### src/rtl/oemsort_pkg.sv
// Shared constants and wiring function for the eight-lane odd-even merge sorter.
// Assumes lane count 8; the level table below is written for that size only.
package oemsort_pkg;
    localparam int LANES  = 8;
    localparam int LEVELS = 6;

    // Returns the lane that 'lane' is compared against at level 'lvl';
    // returns 'lane' itself when the lane passes straight through.
    function automatic int partner_of(input int lvl, input int lane);
        int p;
        p = lane;
        case (lvl)
            // pairs of two
            0: p = lane ^ 1;
            // merge to four: outer pairs
            1: p = lane ^ 2;
            // merge to four: middle pair of each group
            2: begin
                if ((lane % 4) == 1)      p = lane + 1;
                else if ((lane % 4) == 2) p = lane - 1;
            end
            // merge to eight: halves against each other
            3: p = lane ^ 4;
            // merge to eight: inner cross pairs
            4: begin
                if (lane == 2 || lane == 3)      p = lane + 2;
                else if (lane == 4 || lane == 5) p = lane - 2;
            end
            // merge to eight: final neighbour fix-up
            5: begin
                if (lane > 0 && lane < LANES - 1)
                    p = ((lane % 2) == 1) ? lane + 1 : lane - 1;
            end
            default: p = lane;
        endcase
        return p;
    endfunction
endpackage

### src/rtl/oem_cas.sv
// Ascending compare-and-exchange cell: lo_o gets the smaller word, hi_o the larger.
// Assumes unsigned operands; purely combinational.
module oem_cas #(
    parameter int WORD_W = 16
) (
    input  logic [WORD_W-1:0] a_i,
    input  logic [WORD_W-1:0] b_i,
    output logic [WORD_W-1:0] lo_o,
    output logic [WORD_W-1:0] hi_o
);
    logic swap;

    // decide whether the pair is out of order
    assign swap = (a_i > b_i);
    // route the smaller and larger word
    assign lo_o = swap ? b_i : a_i;
    assign hi_o = swap ? a_i : b_i;
endmodule

### src/rtl/oem_stage.sv
// One comparator level of the network plus its pipeline register.
// LVL selects the wiring from oemsort_pkg::partner_of; unpaired lanes pass through.
module oem_stage
    import oemsort_pkg::*;
#(
    parameter int WORD_W = 16,
    parameter int LVL    = 0
) (
    input  logic                         clk,
    input  logic                         rst_n,
    input  logic                         vld_i,
    input  logic [LANES-1:0][WORD_W-1:0] dat_i,
    output logic                         vld_o,
    output logic [LANES-1:0][WORD_W-1:0] dat_o
);
    logic [WORD_W-1:0] nxt [LANES];

    for (genvar i = 0; i < LANES; i++) begin : g_lane
        localparam int P = partner_of(LVL, i);
        if (P > i) begin : g_pair
            // one cell per pair, owned by the lower lane
            oem_cas #(.WORD_W(WORD_W)) u_cas (
                .a_i  (dat_i[i]),
                .b_i  (dat_i[P]),
                .lo_o (nxt[i]),
                .hi_o (nxt[P])
            );
        end else if (P == i) begin : g_pass
            // lane not compared at this level
            assign nxt[i] = dat_i[i];
        end
    end

    // register the level result and its valid flag
    always_ff @(posedge clk) begin
        if (!rst_n) begin
            vld_o <= 1'b0;
            dat_o <= '0;
        end else begin
            vld_o <= vld_i;
            for (int k = 0; k < LANES; k++) dat_o[k] <= nxt[k];
        end
    end
endmodule

### src/rtl/oem_sorter8.sv
// Top: eight-word ascending sorter built from odd-even merges (2, 4, then 8 wide),
// six registered comparator levels, one vector accepted per clock.
// Assumes unsigned words; lane k occupies bits [k*WORD_W +: WORD_W].
module oem_sorter8
    import oemsort_pkg::*;
#(
    parameter int WORD_W = 16
) (
    input  logic                      clk,
    input  logic                      rst_n,
    input  logic                      in_valid,
    input  logic [LANES*WORD_W-1:0]   in_words,
    output logic                      out_valid,
    output logic [LANES*WORD_W-1:0]   out_words
);
    logic [LANES-1:0][WORD_W-1:0] lvl_dat [LEVELS+1];
    logic                         lvl_vld [LEVELS+1];

    // feed the first level
    assign lvl_dat[0] = in_words;
    assign lvl_vld[0] = in_valid;

    for (genvar l = 0; l < LEVELS; l++) begin : g_level
        // one registered comparator level
        oem_stage #(.WORD_W(WORD_W), .LVL(l)) u_stage (
            .clk   (clk),
            .rst_n (rst_n),
            .vld_i (lvl_vld[l]),
            .dat_i (lvl_dat[l]),
            .vld_o (lvl_vld[l+1]),
            .dat_o (lvl_dat[l+1])
        );
    end

    // drive the outputs from the last level
    assign out_words = lvl_dat[LEVELS];
    assign out_valid = lvl_vld[LEVELS];
endmodule

### config.mk
export PLATFORM = sky130hd
export DESIGN_NAME = oem_sorter8
export DESIGN_NICKNAME = d
export VERILOG_FILES = /design/src/rtl/oemsort_pkg.sv /design/src/rtl/oem_cas.sv /design/src/rtl/oem_stage.sv /design/src/rtl/oem_sorter8.sv
export SDC_FILE = /design/constraint.sdc
export NUM_CORES = 2
export LEC_CHECK = 0
export CAP_MARGIN = 10
export CORE_ASPECT_RATIO = 0.8
export CORE_MARGIN = 3
export CORE_UTILIZATION = 45
export DETAILED_ROUTE_END_ITERATION = 16
export SLEW_MARGIN = 5
export SYNTH_ARGS = -nofsm -noshare
export SYNTH_HDL_FRONTEND = slang
export SYNTH_SLANG_ARGS = --single-unit
### constraint.sdc
create_clock -name clk -period 5.8 [get_ports clk]
set_input_delay 1.45 -clock clk [delete_from_list [all_inputs] [get_ports clk]]
set_output_delay 1.45 -clock clk [all_outputs]
set_load 0.005 [all_outputs]
==> impl_metrics.env <==
export IMPL_rrSetupSlack_ps=2630
export IMPL_clock_sinks=774
export IMPL_ys_types=31
export IMPL_cts_max_level=3
export IMPL_initial_core_util_pct=45.9
export IMPL_rsz0062_at_grt="no"
export IMPL_dr_pass1_iters=7
export IMPL_vias=23300
export IMPL_placed_area_um2=36900
export IMPL_worstSetupStartpointType="primary input"
export IMPL_period_share_pct=63.1
export IMPL_fillCellCount=6537
export IMPL_grt_pass1_wl_um=133000
export IMPL_stdcell_area_um2=39500
export IMPL_cts_root_buf="clkbuf_16"
export IMPL_rr_endpoint="g_level[3].u_stage.dat_o[43]"
export IMPL_ir_drop_mv=0.390
export IMPL_grt_pass1_vias=23323
export IMPL_synth_top_area_share_pct=46.3
export IMPL_multi_input_area_um2=16100
export IMPL_grt_max_degree=156
export IMPL_cp_max_fo=18
export IMPL_worst_pin_slew_ps=973
export IMPL_routed_wl_um=87000
export IMPL_synth_area_leaders="dfxtp_1 46%, mux2i_1 18%, ha_1 11%, nand2_1 7.4%, inv_1 3.6%"
export IMPL_required_ps=6330
export IMPL_hold_start="g_level[1].u_stage.dat_o[69]"
export IMPL_status="finished, final reports clean"
export IMPL_finalHoldViolations=0
export IMPL_die_width_um=311
export IMPL_yosys_register_bits=774
export IMPL_min_to="g_level[2].u_stage.dat_o[69]"
export IMPL_cts_tree="yes"
export IMPL_seq_area_frac_synth_pct=46.3
export IMPL_critPathKind="primary input to register"
export IMPL_first_iter_violations=1329
export IMPL_grt_overflow=0
export IMPL_syn_area_um2=33400
export IMPL_cp_cell_sequence="clkdlybuf4s50_1 > inv_1 > ha_1 > nand4_1 > a2111o_1 > a31oi_4 > buf_4 > mux2i_1"
export IMPL_maxSlewViolCount=0
export IMPL_tns_ps=0
export IMPL_drv_cap=0
export IMPL_dp_hpwl_um=70200
export IMPL_area_growth_pct=18.2
export IMPL_stdcell_count=4650
export IMPL_viasPerCell=5.01
export IMPL_die_h_um=250
export IMPL_critPathCaptureType="register"
export IMPL_syn_inst=3375
export IMPL_antenna_found_initial=9
export IMPL_wl_per_cell_um=18.7
export IMPL_syn_avg_cell_area_um2=9.91
export IMPL_period_needed_ps=3660
export IMPL_path_buf_inv=3
export IMPL_slowest_delay_ps=570
export IMPL_static_leakage_power_nw=16.8
export IMPL_p_per_area_nw_per_um2=460
export IMPL_yosys_warnings=0
export IMPL_gp_congestion=0.891
export IMPL_ant_nets=0
export IMPL_post_cts_buffers=0
export IMPL_clock_latency_ps=620
export IMPL_rr_startpoint="g_level[2].u_stage.dat_o[106]"
export IMPL_max_slew_margin_rel_pct=35.1
export IMPL_grt_usage_pct=22.0
export IMPL_coreArea_um2=72900
export IMPL_dp_slack_ps=1480
export IMPL_clock_skew_ps=25.3
export IMPL_syn_nets=3810
export IMPL_drive_above_1_share_pct=4.87
export IMPL_ctsResizeCount=0
export IMPL_io_pins=260
export IMPL_seqCellArea_um2=15500
export IMPL_finalSetupViolations=0
export IMPL_cp_top_family="compound AO/OA/AOI/OAI gates"
export IMPL_hp_class="register to register"
export IMPL_post_synth_top_area_cell="dfxtp_1"
export IMPL_cp_arrival_ps=4190
export IMPL_finalWorstSetupSlack_ps=2140
export IMPL_rr_worst_depth=8
export IMPL_drc=0
export IMPL_num_rows=88
export IMPL_dp_cells=4507
export IMPL_cts_buffers=78
export IMPL_path_clk_slew_ps=60
export IMPL_timing_fmax_mhz=273
export IMPL_cts_hold_buffers_added=0
export IMPL_critical_path_slowest_cell="a31oi_4"
export IMPL_worstHoldPathCells=1
export IMPL_cts_max_path_buffers=3
export IMPL_nets=4032
export IMPL_port_buffers=259
export IMPL_die_area_um2=77600
cell type report:
class / count / area share, %
well taps: 990 / 3.13
clock buffers: 103 / 5.56
flip-flops and latches: 774 / 39.2
inverters: 323 / 3.07
clock inverters: 38 / 1.02
diodes: 2 / 0.0127
repair buffers: 285 / 7.19
multi-input cells: 2135 / 40.8
report_power, final:
group          internal (W)  leakage [nW]  switching [W]
Clock               0.00296          1.26        0.00212
Combinational       0.00315          9.26        0.00357
Sequential          0.00594          6.31       0.000444
cells in the mapped netlist:
cell,instances
a22oi_1,9
nor2_1,22
o21ai_1,1
clkbuf_1,86
dfxtp_1,774
a21o_1,1
a211oi_1,2
nor4_1,18
a2111o_1,18
and2_1,166
nand4_1,73
inv_1,323
a21oi_1,122
a31oi_2,17
nand4_2,1
buf_4,54
a2bb2oi_1,10
a31oi_4,1
nor2b_1,18
a32oi_2,1
o21ai_0,28
a41oi_1,9
nor4_4,1
ha_1,304
nand3_1,17
buf_6,3
o21a_1,10
nand2b_1,1
o211ai_1,18
nand2_1,659
mux2i_1,608
per-stage QoR:
| step | total power (W) | util [%] | hold slack [ps] |
|---|---|---|---|
| final | 0.0182 | 54.2 | 427 |
| after global routing | 0.0191 | 54.2 | 441 |
| after CTS | 0.0183 | 54.2 | 428 |
| after detailed placement | 0.0132 | 50.6 | 417 |
| after global placement | 0.0131 | 50.6 | 413 |
| after floorplan | 0.0119 | - | 406 |
worst max-delay path by stage:
stage	start	end	slack, ps	depth (start not counted)
2_1_floorplan	in_words[17]	g_level[0].u_stage.dat_o[0]	2700	8
3_3_place_gp	in_words[113]	g_level[0].u_stage.dat_o[98]	1600	9
3_5_place_dp	in_words[113]	g_level[0].u_stage.dat_o[111]	1480	9
4_1_cts	in_words[113]	g_level[0].u_stage.dat_o[111]	2150	9
5_1_grt	in_words[49]	g_level[0].u_stage.dat_o[41]	1980	9
6_report	in_words[118]	g_level[0].u_stage.dat_o[111]	2140	8
logic make-up (layout without fill, tap and decap cells):
group | count (synthesis) | count (layout) | synth area share [%]
buf+inv | 466 | 749 | 5.91
other cells | 0 | 2 | 0
fa+ha+maj | 304 | 304 | 11.4
compound gates | 247 | 247 | 5.01
flops | 774 | 774 | 46.3
simple gates | 976 | 976 | 13.2
mux | 608 | 608 | 18.2
state kept, by name, indices dropped and copies added (netlist names):
name / flops
g_level.u_stage.dat_o: 768
g_level.u_stage.vld_o: 6
routing by layer:
| layer | global-route usage (%) | share of wire (%) | up-vias |
|---|---|---|---|
| met5 | 0 | 0 | - |
| met4 | 6.82 | 2.8 | 0 |
| met2 | 34.8 | 43 | 516 |
| met1 | 30.2 | 48 | 10903 |
| met3 | 4.58 | 5.4 | 117 |
| li1 | - | - | 11764 |
cells in the final DEF, fill, tap and decap left out, types with 22 or more instances in the layout:
master / n
dfxtp_1: 774
nand2_1: 659
mux2i_1: 608
inv_1: 323
ha_1: 304
clkdlybuf4s50_1: 258
and2_1: 166
a21oi_1: 122
clkbuf_16: 79
nand4_1: 73
o21ai_0: 28
nor2_1: 22
buf_4: 22
(Power assumes the default switching activity.)
